[config.mk]
export PLATFORM = sky130hd
export DESIGN_NAME = trig_intc
export DESIGN_NICKNAME = d
export VERILOG_FILES = /design/src/rtl/trig_intc_pkg.sv /design/src/rtl/trig_intc_sync.sv /design/src/rtl/trig_intc_regs.sv /design/src/rtl/trig_intc_status.sv /design/src/rtl/trig_intc_combine.sv /design/src/rtl/trig_intc.sv
export SDC_FILE = /design/constraint.sdc
export NUM_CORES = 1
export LEC_CHECK = 0
export ABC_AREA = 0
export BUFFER_PORTS_ARGS = -buffer_cell sky130_fd_sc_hd__clkbuf_2
export CORE_MARGIN = 1.5
export CORE_UTILIZATION = 50
export CTS_BUF_LIST = sky130_fd_sc_hd__clkbuf_4 sky130_fd_sc_hd__clkbuf_8
export CTS_CLUSTER_DIAMETER = 150
export CTS_CLUSTER_SIZE = 28
export DETAILED_ROUTE_END_ITERATION = 10
export PLACE_DENSITY = 0.75
export SLEW_MARGIN = 10
export SYNTH_ARGS = -nofsm -noshare
export SYNTH_HDL_FRONTEND = slang
export SYNTH_HIERARCHICAL = 1
export SYNTH_SLANG_ARGS = --single-unit
[constraint.sdc]
create_clock -name clk -period 1.7 [get_ports clk]
set_clock_uncertainty 0.2 [all_clocks]
set_input_delay 0.255 -clock clk [delete_from_list [all_inputs] [get_ports clk]]
set_output_delay 0.255 -clock clk [all_outputs]
set_load 0.01 [all_outputs]
[src/rtl/trig_intc_pkg.sv]
package trig_intc_pkg;

    // Word slots decoded from addr[ADDR_W-1:2]; the numbering fixes the map.
    typedef enum logic [2:0] {
        SLOT_STATUS   = 3'd0,
        SLOT_ENABLE   = 3'd1,
        SLOT_SET      = 3'd2,
        SLOT_CLEAR    = 3'd3,
        SLOT_POLARITY = 3'd4,
        SLOT_EDGESEL  = 3'd5
    } reg_slot_e;

    // Two-bit trigger setting of one line.
    typedef struct packed {
        logic edge_sel;   // 1: transition, 0: level
        logic act_high;   // 1: high / rising, 0: low / falling
    } trig_cfg_t;

    // Software commands reaching one status bit in a cycle.
    typedef struct packed {
        logic raise;
        logic drop;
    } sw_cmd_t;

    function automatic logic trig_hit(trig_cfg_t cfg, logic cur, logic prv);
        if (cfg.edge_sel)
            return cfg.act_high ? (cur & ~prv) : (~cur & prv);
        return cfg.act_high ? cur : ~cur;
    endfunction

    // Edge lines hold until dropped; a hit or raise beats a drop.
    function automatic logic next_status(trig_cfg_t cfg, logic hit,
                                         logic held, sw_cmd_t cmd);
        if (cfg.edge_sel)
            return hit | cmd.raise | (held & ~cmd.drop);
        return hit | cmd.raise;
    endfunction

endpackage

[src/rtl/trig_intc_sync.sv]
module trig_intc_sync #(
    parameter int N_SRC  = 32,
    parameter int STAGES = 2
) (
    input  logic             clk,
    input  logic             rst,
    input  logic [N_SRC-1:0] async_in,
    output logic [N_SRC-1:0] sync_out,
    output logic [N_SRC-1:0] prev_out
);
    localparam int LAST = STAGES - 1;

    logic [N_SRC-1:0] chain [STAGES];
    logic [N_SRC-1:0] prev_q;

    genvar s;
    generate
        for (s = 0; s < STAGES; s++) begin : g_stage
            if (s == 0) begin : g_head
                always_ff @(posedge clk) begin
                    if (rst) chain[s] <= '0;
                    else     chain[s] <= async_in;
                end
            end else begin : g_tail
                always_ff @(posedge clk) begin
                    if (rst) chain[s] <= '0;
                    else     chain[s] <= chain[s-1];
                end
            end
        end
    endgenerate

    always_ff @(posedge clk) begin
        if (rst) prev_q <= '0;
        else     prev_q <= chain[LAST];
    end

    assign sync_out = chain[LAST];
    assign prev_out = prev_q;
endmodule

[src/rtl/trig_intc_regs.sv]
module trig_intc_regs
    import trig_intc_pkg::*;
#(
    parameter int N_SRC  = 32,
    parameter int ADDR_W = 5
) (
    input  logic              clk,
    input  logic              rst,
    input  logic              wr_en,
    input  logic [ADDR_W-1:0] addr,
    input  logic [N_SRC-1:0]  wr_data,
    input  logic [N_SRC-1:0]  status_in,
    output logic [N_SRC-1:0]  rd_data,
    output logic [N_SRC-1:0]  enable_q,
    output logic [N_SRC-1:0]  polarity_q,
    output logic [N_SRC-1:0]  edge_q,
    output logic [N_SRC-1:0]  set_mask,
    output logic [N_SRC-1:0]  clr_mask
);
    localparam int SLOT_W = ADDR_W - 2;

    logic [SLOT_W-1:0] slot;
    assign slot = addr[ADDR_W-1:2];

    function automatic logic at_slot(logic [SLOT_W-1:0] s, reg_slot_e e);
        return s == SLOT_W'(e);
    endfunction

    always_ff @(posedge clk) begin
        if (rst) begin
            enable_q   <= '0;
            polarity_q <= '1;
            edge_q     <= '0;
        end else if (wr_en) begin
            if (at_slot(slot, SLOT_ENABLE))   enable_q   <= wr_data;
            if (at_slot(slot, SLOT_POLARITY)) polarity_q <= wr_data;
            if (at_slot(slot, SLOT_EDGESEL))  edge_q     <= wr_data;
        end
    end

    assign set_mask = (wr_en && at_slot(slot, SLOT_SET))   ? wr_data : '0;
    assign clr_mask = (wr_en && at_slot(slot, SLOT_CLEAR)) ? wr_data : '0;

    always_comb begin
        rd_data = '0;
        if (at_slot(slot, SLOT_STATUS))   rd_data = status_in;
        if (at_slot(slot, SLOT_ENABLE))   rd_data = enable_q;
        if (at_slot(slot, SLOT_POLARITY)) rd_data = polarity_q;
        if (at_slot(slot, SLOT_EDGESEL))  rd_data = edge_q;
    end
endmodule

[src/rtl/trig_intc_status.sv]
module trig_intc_status
    import trig_intc_pkg::*;
#(
    parameter int N_SRC = 32
) (
    input  logic             clk,
    input  logic             rst,
    input  logic [N_SRC-1:0] sync_in,
    input  logic [N_SRC-1:0] prev_in,
    input  logic [N_SRC-1:0] edge_cfg,
    input  logic [N_SRC-1:0] pol_cfg,
    input  logic [N_SRC-1:0] set_mask,
    input  logic [N_SRC-1:0] clr_mask,
    output logic [N_SRC-1:0] status
);
    logic [N_SRC-1:0] status_d;

    genvar i;
    generate
        for (i = 0; i < N_SRC; i++) begin : g_line
            trig_cfg_t cfg;
            sw_cmd_t   cmd;
            logic      hit;
            assign cfg      = '{edge_sel: edge_cfg[i], act_high: pol_cfg[i]};
            assign cmd      = '{raise: set_mask[i], drop: clr_mask[i]};
            assign hit      = trig_hit(cfg, sync_in[i], prev_in[i]);
            assign status_d[i] = next_status(cfg, hit, status[i], cmd);
        end
    endgenerate

    always_ff @(posedge clk) begin
        if (rst) status <= '0;
        else     status <= status_d;
    end
endmodule

[src/rtl/trig_intc_combine.sv]
module trig_intc_combine #(
    parameter int N_SRC = 32
) (
    input  logic             clk,
    input  logic             rst,
    input  logic [N_SRC-1:0] status,
    input  logic [N_SRC-1:0] enable,
    output logic             irq
);
    always_ff @(posedge clk) begin
        if (rst) irq <= 1'b0;
        else     irq <= |(status & enable);
    end
endmodule

[src/rtl/trig_intc.sv]
module trig_intc #(
    parameter int N_SRC       = 32,
    parameter int ADDR_W      = 5,
    parameter int SYNC_STAGES = 2
) (
    input  logic              clk,
    input  logic              rst,
    input  logic [N_SRC-1:0]  src_in,
    input  logic              wr_en,
    input  logic [ADDR_W-1:0] addr,
    input  logic [N_SRC-1:0]  wr_data,
    output logic [N_SRC-1:0]  rd_data,
    output logic              irq_out
);
    logic [N_SRC-1:0] sync_lvl, prev_lvl;
    logic [N_SRC-1:0] status_q, enable_q, polarity_q, edge_q;
    logic [N_SRC-1:0] set_mask, clr_mask;

    trig_intc_sync #(.N_SRC(N_SRC), .STAGES(SYNC_STAGES)) u_sync (
        .clk(clk), .rst(rst), .async_in(src_in),
        .sync_out(sync_lvl), .prev_out(prev_lvl)
    );

    trig_intc_regs #(.N_SRC(N_SRC), .ADDR_W(ADDR_W)) u_regs (
        .clk(clk), .rst(rst), .wr_en(wr_en), .addr(addr), .wr_data(wr_data),
        .status_in(status_q), .rd_data(rd_data), .enable_q(enable_q),
        .polarity_q(polarity_q), .edge_q(edge_q),
        .set_mask(set_mask), .clr_mask(clr_mask)
    );

    trig_intc_status #(.N_SRC(N_SRC)) u_status (
        .clk(clk), .rst(rst), .sync_in(sync_lvl), .prev_in(prev_lvl),
        .edge_cfg(edge_q), .pol_cfg(polarity_q),
        .set_mask(set_mask), .clr_mask(clr_mask), .status(status_q)
    );

    trig_intc_combine #(.N_SRC(N_SRC)) u_combine (
        .clk(clk), .rst(rst), .status(status_q), .enable(enable_q),
        .irq(irq_out)
    );
endmodule

# After elaboration in Yosys (flattened, before gate mapping)
# Memory sizes are Yosys's and may differ from the RTL's.
# Cells that the tools add are included.
# Widths: inputs -> output; s select.
# word_totals
reg_bits,161
ramBits,64
input_bits,72
word_cells,513
mem_count,1
output_inout_bits,33
# memory_table
memory,depth,word_bits,rd,rd_clocked_by_memory_dff,wr,line,rtl
u_sync.chain,2,32,2,0,2,trig_intc_sync.sv:13,logic [N_SRC-1:0] chain [STAGES];
# op_classes
n_reduce_logical,7
n_eq_ne,5
bitwise_logic,259
n_mux,235
# op_table
operator,n
$mux 32,8
$mux 1,227
$and 1x1->1,96
$not 1->1,96
$or 1x1->1,66
$and 32x32->32,1
$reduce_or 32->1,1
$eq 3x2->1 const B,2
$eq 3x3->1 const B,2
$reduce_and 2->1,3
$eq 3x1->1 const B,1
$logic_not 3->1,1
$logic_and 1x1->1,2

# Depth between registers and ports, before layout
# Gate-level depths: netlist of run 1.
# logic_depth
ltp_word,9
ltp_mapped,7
mapped_depth_nobuf,5

# Cells and area by module
# The synthesis of run 1 kept the hierarchy.
# by_module_without_submodules
mod,cells_per_inst,area_per_inst_um2,instances,seq_area_each_um2
trig_intc_regs,570,5396.4,1,1921.8
trig_intc_sync,202,2600.0,1,1921.8
trig_intc_status,285,1875.5,1,640.6
trig_intc_combine,23,185.2,1,20.0

# Worst setup path before layout of run 1
# Ideal clock, no wire load.
# synth_timing
kind,input-to-reg
startpoint,in addr[4]
endpoint,reg u_status.status[29]
path_slack_ns,0.118
setup_ns,0.120
path_buffers,2
arrival_ns,1.262
stages,7
required_time_ns,1.380
cell_sequence,buf_6 and4b_1 clkbuf_1 and2_1 inv_1 a31oi_1 a21oi_2
# synth_between
elab_chain_len,8
word_cells_on_any_way,12
# synth_lines
element,line,rtl
start: declaration,trig_intc.sv:10,"input logic [ADDR_W-1:0] addr,"
$eq 3x2->1,trig_intc_regs.sv:26,return s == SLOT_W'(e);
$logic_and 1x1->1,trig_intc_regs.sv:42,"assign clr_mask = (wr_en && at_slot(slot, SLOT_CLEAR)) ? wr_data : '0;"
$mux 32,trig_intc_regs.sv:42,
via clr_mask[29],trig_intc.sv:17,"logic [N_SRC-1:0] set_mask, clr_mask;"
$not 1->1,trig_intc_pkg.sv:35,return hit | cmd.raise | (held & ~cmd.drop);
$and 1x1->1,trig_intc_pkg.sv:35,
$or 1x1->1,trig_intc_pkg.sv:35,
$mux 1,trig_intc_pkg.sv:34,if (cfg.edge_sel)
$mux 1,trig_intc_pkg.sv:36,return hit | cmd.raise;
end signal: assignment,trig_intc_status.sv:33,else status <= status_d;
end: declaration,trig_intc_status.sv:14,output logic [N_SRC-1:0] status
# The timed path passes the listed nets, and every way through them passes these cells. The select of a mux whose other input is x is not followed.
# A chain may end at the register's enable or synchronous reset.

# Worst setup path after layout of run 1
# layout_timing
startpoint,reg u_regs.polarity_q[0]
endpoint,out rd_data[0]
# layout_between
elab_chain_len,2
# layout_lines
element,line,rtl
start: declaration,trig_intc_regs.sv:15,"output logic [N_SRC-1:0] polarity_q,"
start signal: assignment,trig_intc_regs.sv:36,"if (at_slot(slot, SLOT_POLARITY)) polarity_q <= wr_data;"
$mux 32,trig_intc_regs.sv:48,"if (at_slot(slot, SLOT_POLARITY)) rd_data = polarity_q;"
$mux 32,trig_intc_regs.sv:49,"if (at_slot(slot, SLOT_EDGESEL)) rd_data = edge_q;"
end: declaration,trig_intc.sv:12,"output logic [N_SRC-1:0] rd_data,"
# Every way passes these cells.

==> results.py, run 1 <==
metrics = {
    "critical_path": {
        "reg2reg_from": "u_status/status[19]",
        "r2r_slack_ns": 0.07,
        "path_class": "reg -> out",
        "cp_data_arrival_time_ns": 1.42,
        "ff2ff_path_depth": 4,
        "crit_path_end_kind": "output port",
        "start_kind": "flip-flop",
        "critPathMaxFanout": 2,
        "r2r-end": "u_combine/irq",
        "worstPathRequired_ns": 1.24,
        "crit_path_start": "u_regs/polarity_q[0]",
    },
    "min_path": {
        "hold_start": "wr_en",
        "hp-class": "in -> reg",
        "holdPathStages": 5,
        "min_to": "u_regs/edge_q[5]",
    },
    "pwr": {
        "p_leak_nw": 5.43,
        "power.internal_w": 0.00690,
        "p_per_area_mw_per_mm2": 704,
        "switchingPower_w": 0.00235,
        "swShare_pct": 25.4,
        "ir_drop_uv": 617,
        "power.share.combinational_pct": 13.9,
        "power_frac_seq_pct": 60.0,
        "p_total_w": 0.00925,
        "p_clk_share_pct": 26.1,
    },
    "grt": {
        "overflow": 0,
        "grt_pass1_vias": 8293,
        "grt_max_degree": 53,
        "track_usage_pct": 24.2,
        "grt_pass1_wl_um": 40400,
        "antenna_found_initial": 0,
    },
    "cts": {
        "clockRootBuffer": "clkbuf_8",
        "insertion_delay_ns": 0.52,
        "cts_max_level": 1,
        "clock-sinks": 225,
        "clk_path_buf_depth": 3,
        "clk_pin_slew_ns": 0.16,
        "numCtsBuffers": 12,
        "tritoncts": "built",
    },
    "floorplan": {
        "die_area_mm2": 0.0210,
        "die_h_um": 145,
        "core_area_mm2": 0.0196,
        "ios": 105,
        "dieWidth_um": 145,
        "num_rows": 51,
        "start_util_pct": 51.3,
    },
    "logic_synthesis": {
        "syn_area_per_cell_um2": 9.31,
        "ys_types": 33,
        "synth_area_mm2": 0.0101,
        "synth_top_area_cell": "dfxtp_1",
        "syn-num-nets": 1152,
        "ys_async_sr_fraction_pct": 0,
        "netlist_instances": 1080,
        "ys_seq_elements": 225,
        "yosys_most_used_dff": "dfxtp_1",
        "ys_warn_count": 6,
        "synth_top_cell_area_share_pct": 44.8,
        "synth_edf_count": 0,
        "ys_top_cells_by_area": "dfxtp_1, mux2i_1, nand2b_1",
        "synth_common_cells": "dfxtp_1, mux2i_1, nand2b_1, nor2b_1, nor2_1",
        "ys_seq_area_share_pct": 44.8,
        "synth.most_common_cell": "dfxtp_1",
    },
    "sta": {
        "worst_slew_pin_slew_ns": 0.351,
        "period_share_pct": 110,
        "finalSetupViolations": 32,
        "slew_violations": 0,
        "postLayoutSetupSlackWorst_ns": -0.171,
        "rsz0062_at_grt": "yes",
        "fmax_ghz": 0.534,
        "relSlewSlack_pct": 76.6,
        "hold_viol": 0,
        "min_period_ns": 1.87,
    },
    "drt": {
        "wl_per_cell_um": 15.7,
        "drt_iter0_drc": 481,
        "drc_errors": 0,
        "via_per_inst": 5.17,
        "drt-total-wl_um": 25600,
        "first_pass_iters": 5,
        "vias": 8443,
        "postRouteAntennaNets": 0,
    },
    "final_layout": {
        "n_fill_cell": 1481,
        "area_growth_pct": 30.7,
        "nNetsFinal": 1438,
        "finalNonFillerCells": 1632,
        "antenna_cells": 0,
        "layout-drive-gt1-share_pct": 31.8,
    },
    "place": {
        "dp_slack_ns": -0.115,
        "io_buffers": 102,
        "dp.cells": 1433,
        "hpwl_um": 15800,
        "globalplace.congestion": 0.800,
    },
    "status": {
        "violations": "setup timing",
        "status": "finished with violations",
    },
    "flow_run": {
        "cap_violations": 0,
    },
}
## cell usage in the layout (no fill, tap or decap), types with 2 or more instances in the layout
cell and count:
o21ai_0 29, a22oi_1 13, dfxtp_4 13, o22ai_2 9, a21o_1 3, dlygate4sd3_1 68
nand2b_1 96, xor2_1 3, buf_12 19, and2_1 64, xnor2_1 3, nor2b_1 96
mux2i_2 5, nand2_1 29, buf_4 146, nand3_1 29, o22ai_1 23, dfxtp_2 115
nor2_1 93, clkbuf_8 15, nand4_1 4, buf_2 23, and4b_1 2, clkbuf_2 76
a21oi_2 3, a31oi_1 61, a22oi_2 3, mux2i_1 154, inv_1 62, and4bb_2 3
dfxtp_1 97
## layout make-up
type	count	area [um^2]	area share [%]
multi-input combinational	731	4990	38.0
sequential	225	4700	35.7
timing repair buffer	334	2680	20.4
tap	265	332	2.52
inverter	62	233	1.77
clock buffer	14	186	1.42
clock inverter	1	30.0	0.228
## per-layer routing
| layer | GRT usage (%) | up-vias | wire length (um) |
|---|---|---|---|
| met5 | 0 | - | 0 |
| met4 | 7.34 | 0 | 539 |
| met3 | 3.06 | 42 | 1120 |
| li1 | - | 4181 | - |
| met1 | 30.7 | 3994 | 11500 |
| met2 | 42.7 | 226 | 12500 |
## cells by family after synthesis
logic type | count (synthesis) | share of synthesized area, %
AO/OA/AOI/OAI | 145 | 9.07
multiplexers | 160 | 15.9
AND/OR/NAND/NOR | 420 | 23.1
buffers and inverters | 124 | 6.56
flip-flops | 225 | 44.8
XOR/XNOR | 6 | 0.523
## flip-flops by register name (all words and copies together) (netlist names)
| register | count |
|---|---|
| u_combine/irq | 1 |
| u_regs/edge_q | 32 |
| u_regs/enable_q | 32 |
| u_regs/polarity_q | 32 |
| u_status/status | 32 |
| u_sync/chain | 64 |
| u_sync/prev_out | 32 |
## worst max path at each step
stage,end,slack (ns)
after floorplan,u_status/status[29],0.12
after global placement,rd_data[29],-0.11
after detailed placement,rd_data[29],-0.12
after CTS,rd_data[29],-0.15
after global routing,rd_data[0],-0.20
final,rd_data[0],-0.17
## stage by stage
step,TNS (ns),utilization (%),cell area [um^2],hold slack (ns)
6_report,-1.92,67.1,13100,0.177
3_3_place_gp,-0.921,56.6,11100,0.217
5_1_grt,-3.90,67.1,13100,0.161
4_1_cts,-2.45,66.2,13000,0.169
2_1_floorplan,0,-,10100,0.124
3_5_place_dp,-2.81,56.6,11100,0.222
## power by group through the flow
stage / Sequential (W) / Combinational, W / Clock, W
3_5_place_dp: 0.00570 / 0.000964 / 0
5_1_grt: 0.00557 / 0.00138 / 0.00270
6_report: 0.00555 / 0.00128 / 0.00242
3_3_place_gp: 0.00570 / 0.000945 / 0
2_1_floorplan: 0.00565 / 0.000614 / 0
4_1_cts: 0.00555 / 0.00124 / 0.00248
## timing repair
item | CTS | global route
cloned | 0 | 0
setup buffers | 102 | 15
setup endpoints to repair | 32 | 33
resized for setup | 143 | 40
pin swaps | 19 | 15
endpoints found under the hold margin | 160 | 0
hold buffers | 68 | 0
## worst max-delay path, stage by stage, from the launching register on
cell	delay [ns]
dfxtp_2	0.38
mux2i_2	0.08
o22ai_2	0.25
clkbuf_8	0.19
No activity file was read; power rests on OpenSTA's default activity.
==> run 2: changes to the inputs <==
--- a/config.mk
+++ b/config.mk
@@ -7,7 +7,7 @@
 export LEC_CHECK = 0
 export ABC_AREA = 0
 export BUFFER_PORTS_ARGS = -buffer_cell sky130_fd_sc_hd__clkbuf_2
-export CORE_MARGIN = 1.5
+export CORE_MARGIN = 4
 export CORE_UTILIZATION = 50
 export CTS_BUF_LIST = sky130_fd_sc_hd__clkbuf_4 sky130_fd_sc_hd__clkbuf_8
 export CTS_CLUSTER_DIAMETER = 150
==> results.py, run 2 (same netlist as run 1, synthesis figures left out) <==
metrics = {
    "final_layout": {
        "largest_register_ffs": 64,
        "finish.utilization_pct": 66.0,
        "multi_input_area_mm2": 0.00502,
        "layout-drive-gt1-share_pct": 31.0,
        "finalNonFillerCells": 1609,
        "layout_common_cells": "mux2i_1, buf_4, dfxtp_2",
        "n_fill_cell": 1564,
        "fin_area_mm2": 0.0130,
        "antenna_cells": 0,
        "regMostFlops": "u_sync/chain",
        "final_common_cell": "mux2i_1",
        "nNetsFinal": 1415,
        "regArea_mm2": 0.00469,
        "area_growth_pct": 28.9,
    },
    "place": {
        "globalplace.congestion": 0.839,
        "dp.cells": 1419,
        "dp_slack_ns": -0.119,
        "hpwl_um": 16000,
        "placed_cell_area_mm2": 0.0110,
        "io_buffers": 102,
    },
    "sta": {
        "fmax_ghz": 0.547,
        "whs_ns": 0.0885,
        "finalSetupViolations": 31,
        "slew_violations": 0,
        "relSlewSlack_pct": 75.7,
        "worst_slew_pin_slew_ns": 0.365,
        "rsz0062_at_grt": "yes",
        "min_period_ns": 1.83,
        "period_share_pct": 107,
        "postLayoutSetupSlackWorst_ns": -0.127,
        "hold_viol": 0,
    },
    "min_path": {
        "holdPathStages": 4,
        "hold_start": "addr[2]",
        "hp-class": "in -> reg",
    },
    "drt": {
        "drc_errors": 0,
        "via_per_inst": 5.19,
        "wl_per_cell_um": 15.7,
        "drt_iter0_drc": 515,
        "vias": 8355,
        "postRouteAntennaNets": 0,
        "first_pass_iters": 5,
        "drt-total-wl_um": 25300,
    },
    "flow_run": {
        "cap_violations": 0,
    },
    "grt": {
        "antenna_found_initial": 0,
        "grt_max_degree": 59,
        "grt_pass1_wl_um": 41400,
        "track_usage_pct": 22.3,
        "grt_pass1_vias": 8271,
        "overflow": 0,
    },
    "critical_path": {
        "start_kind": "flip-flop",
        "crit_path_end_kind": "output port",
        "critPathMaxFanout": 4,
        "path_class": "reg -> out",
        "cp_data_arrival_time_ns": 1.37,
        "crit_path_start": "u_regs/polarity_q[31]",
        "cp_cell_sequence": "mux2i_4 > o22ai_2 > clkbuf_2",
        "reg2reg_from": "u_status/status[14]",
        "worstPathRequired_ns": 1.24,
        "ff2ff_path_depth": 4,
        "cpPeakStageDelay_ns": 0.42,
        "critPathSlowestCell": "dfxtp_4",
    },
    "pwr": {
        "p_per_area_mw_per_mm2": 710,
        "ir_drop_uv": 697,
        "p_leak_nw": 5.29,
    },
    "floorplan": {
        "die_h_um": 150,
        "ios": 105,
        "core_area_mm2": 0.0197,
        "num_rows": 51,
        "start_util_pct": 51.2,
        "dieWidth_um": 150,
        "die_area_mm2": 0.0224,
    },
    "cts": {
        "cts_max_level": 1,
        "clock-sinks": 225,
        "insertion_delay_ns": 0.53,
        "clk_path_buf_depth": 3,
        "numCtsBuffers": 12,
        "tritoncts": "built",
        "clk_pin_slew_ns": 0.16,
        "clockRootBuffer": "clkbuf_8",
    },
    "status": {
        "status": "finished with violations",
        "violations": "setup timing",
    },
}
run 2: cell types whose count changed in the layout (fill, tap and decap cells not counted), sizes merged:
cell	previous run	this run
buf	188	169
clkbuf	92	89
dlygate4sd3	68	67
run 2: critical path, delay by kind of cell, from the launching register on:
family / cells / cell delay (ns)
AO/OA/AOI/OAI: 1 / 0.18
flip-flops: 1 / 0.42
buffers and inverters: 1 / 0.17
multiplexers: 1 / 0.08
run 2: through the flow:
step,TNS (ns),total power (W)
3_5_place_dp,-2.80,0.00663
3_3_place_gp,-1.59,0.00661
5_1_grt,-4.19,0.00960
6_report,-1.96,0.00921
2_1_floorplan,0,0.00627
4_1_cts,-2.52,0.00924
run 2: power breakdown:
part / switching, W / internal [W] / total (W) / leakage, nW
clock: 0.00166 / 0.000761 / 0.00242 / 0.109
sequential: 0.000100 / 0.00545 / 0.00555 / 1.87
combinational: 0.000584 / 0.000656 / 0.00124 / 3.31
run 2: area by class of cell:
class	instances	share of cell area, %
Tap cell	265	2.56
Sequential cell	225	36.2
Inverter	62	1.80
Clock inverter	1	0.232
Multi-Input combinational cell	731	38.7
Clock buffer	14	1.44
Timing Repair Buffer	311	19.1
run 2: path summary, 6_finish.rpt:
check                             end  slack [ns]
setup / recovery          rd_data[31]       -0.13
hold / removal      u_regs/edge_q[31]        0.09
setup reg to reg        u_combine/irq        0.09
hold reg to reg   u_sync/prev_out[27]        0.23
run 2: metal layers:
layer	part of all wire, %	wire, um	global-route usage [%]
met5	0	0	0
met4	2.0	497	5.44
met3	4.5	1150	2.85
met2	49	12300	38.0
met1	45	11400	30.1
run 2: repair_timing:
action                     4_1_cts  5_1_grt
setup endpoints to repair       32       33
buffers inserted               100        8
hold endpoints to repair       165        0
gates resized for setup        144       46
pin swaps                       21       10
hold buffers                    67        0
==> run 3: changes to the inputs <==
--- a/config.mk
+++ b/config.mk
@@ -13,7 +13,7 @@
 export CTS_CLUSTER_DIAMETER = 150
 export CTS_CLUSTER_SIZE = 28
 export DETAILED_ROUTE_END_ITERATION = 10
-export PLACE_DENSITY = 0.75
+export PLACE_DENSITY_LB_ADDON = 0.25
 export SLEW_MARGIN = 10
 export SYNTH_ARGS = -nofsm -noshare
 export SYNTH_HDL_FRONTEND = slang
==> results.py, run 3 (same netlist as run 1, synthesis figures left out) <==
metrics = {
    "status": {
        "status": "finished with violations",
        "violations": "setup timing",
    },
    "cts": {
        "clk_path_buf_depth": 3,
        "clockRootBuffer": "clkbuf_8",
        "tritoncts": "built",
        "cts_max_level": 1,
        "insertion_delay_ns": 0.54,
        "clock-sinks": 225,
        "clk_pin_slew_ns": 0.17,
        "numCtsBuffers": 12,
    },
    "final_layout": {
        "area_growth_pct": 28.8,
        "largest_register_ffs": 64,
        "antenna_cells": 0,
        "n_fill_cell": 1619,
        "finalNonFillerCells": 1617,
        "layout-drive-gt1-share_pct": 30.9,
        "regMostFlops": "u_sync/chain",
        "nNetsFinal": 1423,
        "fin_area_mm2": 0.0130,
        "final_common_cell": "mux2i_1",
        "layout_common_cells": "mux2i_1, buf_4, dfxtp_2",
    },
    "drt": {
        "route.met2.wl_um": 11800,
        "postRouteAntennaNets": 0,
        "via_per_inst": 5.12,
        "first_pass_iters": 5,
        "wl_met3_um": 919,
        "vias": 8284,
        "wl_per_cell_um": 15.5,
        "m1WireLength_um": 12000,
        "drt-total-wl_um": 25000,
        "drt_iter0_drc": 520,
        "top_layer_used": "met4",
        "drc_errors": 0,
    },
    "place": {
        "dp_slack_ns": -0.126,
        "dp.cells": 1424,
        "io_buffers": 102,
        "globalplace.congestion": 0.816,
        "hpwl_um": 15700,
        "placed_cell_area_mm2": 0.0110,
    },
    "pwr": {
        "swShare_pct": 25.4,
        "power_frac_seq_pct": 60.2,
        "power.share.combinational_pct": 13.5,
        "p_per_area_mw_per_mm2": 711,
        "p_leak_nw": 5.33,
        "switchingPower_w": 0.00234,
        "power.internal_w": 0.00688,
        "p_clk_share_pct": 26.3,
        "ir_drop_uv": 670,
    },
    "floorplan": {
        "num_rows": 51,
        "die_h_um": 150,
        "core_area_mm2": 0.0197,
        "ios": 105,
        "start_util_pct": 51.2,
        "dieWidth_um": 150,
        "die_area_mm2": 0.0224,
    },
    "critical_path": {
        "start_kind": "flip-flop",
        "crit_path_start": "u_regs/enable_q[13]",
        "critPathMaxFanout": 3,
        "reg2reg_from": "u_status/status[4]",
        "path_class": "reg -> out",
        "cp_data_arrival_time_ns": 1.39,
        "crit_path_end_kind": "output port",
        "worstPathRequired_ns": 1.24,
    },
    "sta": {
        "worst_slew_pin_slew_ns": 0.363,
        "finalSetupViolations": 32,
        "postLayoutSetupSlackWorst_ns": -0.145,
        "rsz0062_at_grt": "yes",
        "min_period_ns": 1.85,
        "fmax_ghz": 0.542,
        "relSlewSlack_pct": 75.8,
        "hold_viol": 0,
        "slew_violations": 0,
        "period_share_pct": 109,
    },
    "grt": {
        "grt_pass1_wl_um": 40800,
        "track_usage_pct": 22.1,
        "antenna_found_initial": 0,
        "grt_max_degree": 51,
        "grt_pass1_vias": 8074,
        "overflow": 0,
    },
    "min_path": {
        "hold_start": "addr[2]",
        "hp-class": "in -> reg",
    },
    "flow_run": {
        "cap_violations": 0,
    },
}
## run 3: cell count changes in the layout (fill, tap and decap cells not counted), sizes merged
| cell | delta |
|---|---|
| buf | +2 |
| clkbuf | +4 |
| dlygate4sd3 | +2 |
## run 3: metal layers
metal | track usage (%) | vias to the layer above
li1 | - | 4154
met1 | 30.7 | 3934
met2 | 37.8 | 171
met3 | 2.54 | 25
met4 | 3.84 | 0
met5 | 0 | -
## run 3: worst paths after layout
| path | endpoint | slack [ns] | cells past startpoint |
|---|---|---|---|
| setup / recovery | rd_data[13] | -0.15 | 3 |
| hold / removal | u_regs/edge_q[11] | 0.13 | 5 |
| setup reg to reg | u_combine/irq | 0.08 | 4 |
| hold reg to reg | u_sync/chain[1][22] | 0.20 | 1 |
## run 3: what timing repair did
action / CTS / global route
gates resized for setup: 143 / 33
endpoints found under the hold margin: 169 / 0
pin swaps: 19 / 11
buffers inserted: 98 / 11
hold buffers: 69 / 0
setup endpoints to repair: 32 / 32
## run 3: final cells by class
type | count | area (um^2) | area share [%]
clock buffers | 14 | 186 | 1.44
clock inverters | 1 | 30.0 | 0.232
inverters | 62 | 233 | 1.80
multi-input cells | 731 | 4970 | 38.4
flip-flops and latches | 225 | 4690 | 36.2
well taps | 265 | 332 | 2.56
repair buffers | 319 | 2510 | 19.4
## run 3: metrics by stage
step | power, W | hold WS, ns | TNS (ns) | util, %
6_report | 0.00922 | 0.135 | -2.32 | 65.9
5_1_grt | 0.00961 | 0.133 | -4.44 | 65.9
4_1_cts | 0.00928 | 0.105 | -3.08 | 65.3
3_5_place_dp | 0.00664 | 0.223 | -2.18 | 55.8
3_3_place_gp | 0.00662 | 0.216 | -1.75 | 55.8
2_1_floorplan | 0.00627 | 0.124 | 0 | -
## run 3: critical path, stage by stage, from the launching register on
cell	delay (ns)
dfxtp_2	0.39
mux2i_1	0.07
o22ai_1	0.21
buf_2	0.19
## run 3: power groups by stage
| stage | combinational [W] | sequential [W] | clock [W] |
|---|---|---|---|
| 2_1_floorplan | 0.000614 | 0.00565 | 0 |
| 3_3_place_gp | 0.000925 | 0.00570 | 0 |
| 3_5_place_dp | 0.000939 | 0.00570 | 0 |
| 4_1_cts | 0.00121 | 0.00555 | 0.00252 |
| 5_1_grt | 0.00135 | 0.00558 | 0.00269 |
| 6_report | 0.00124 | 0.00555 | 0.00242 |
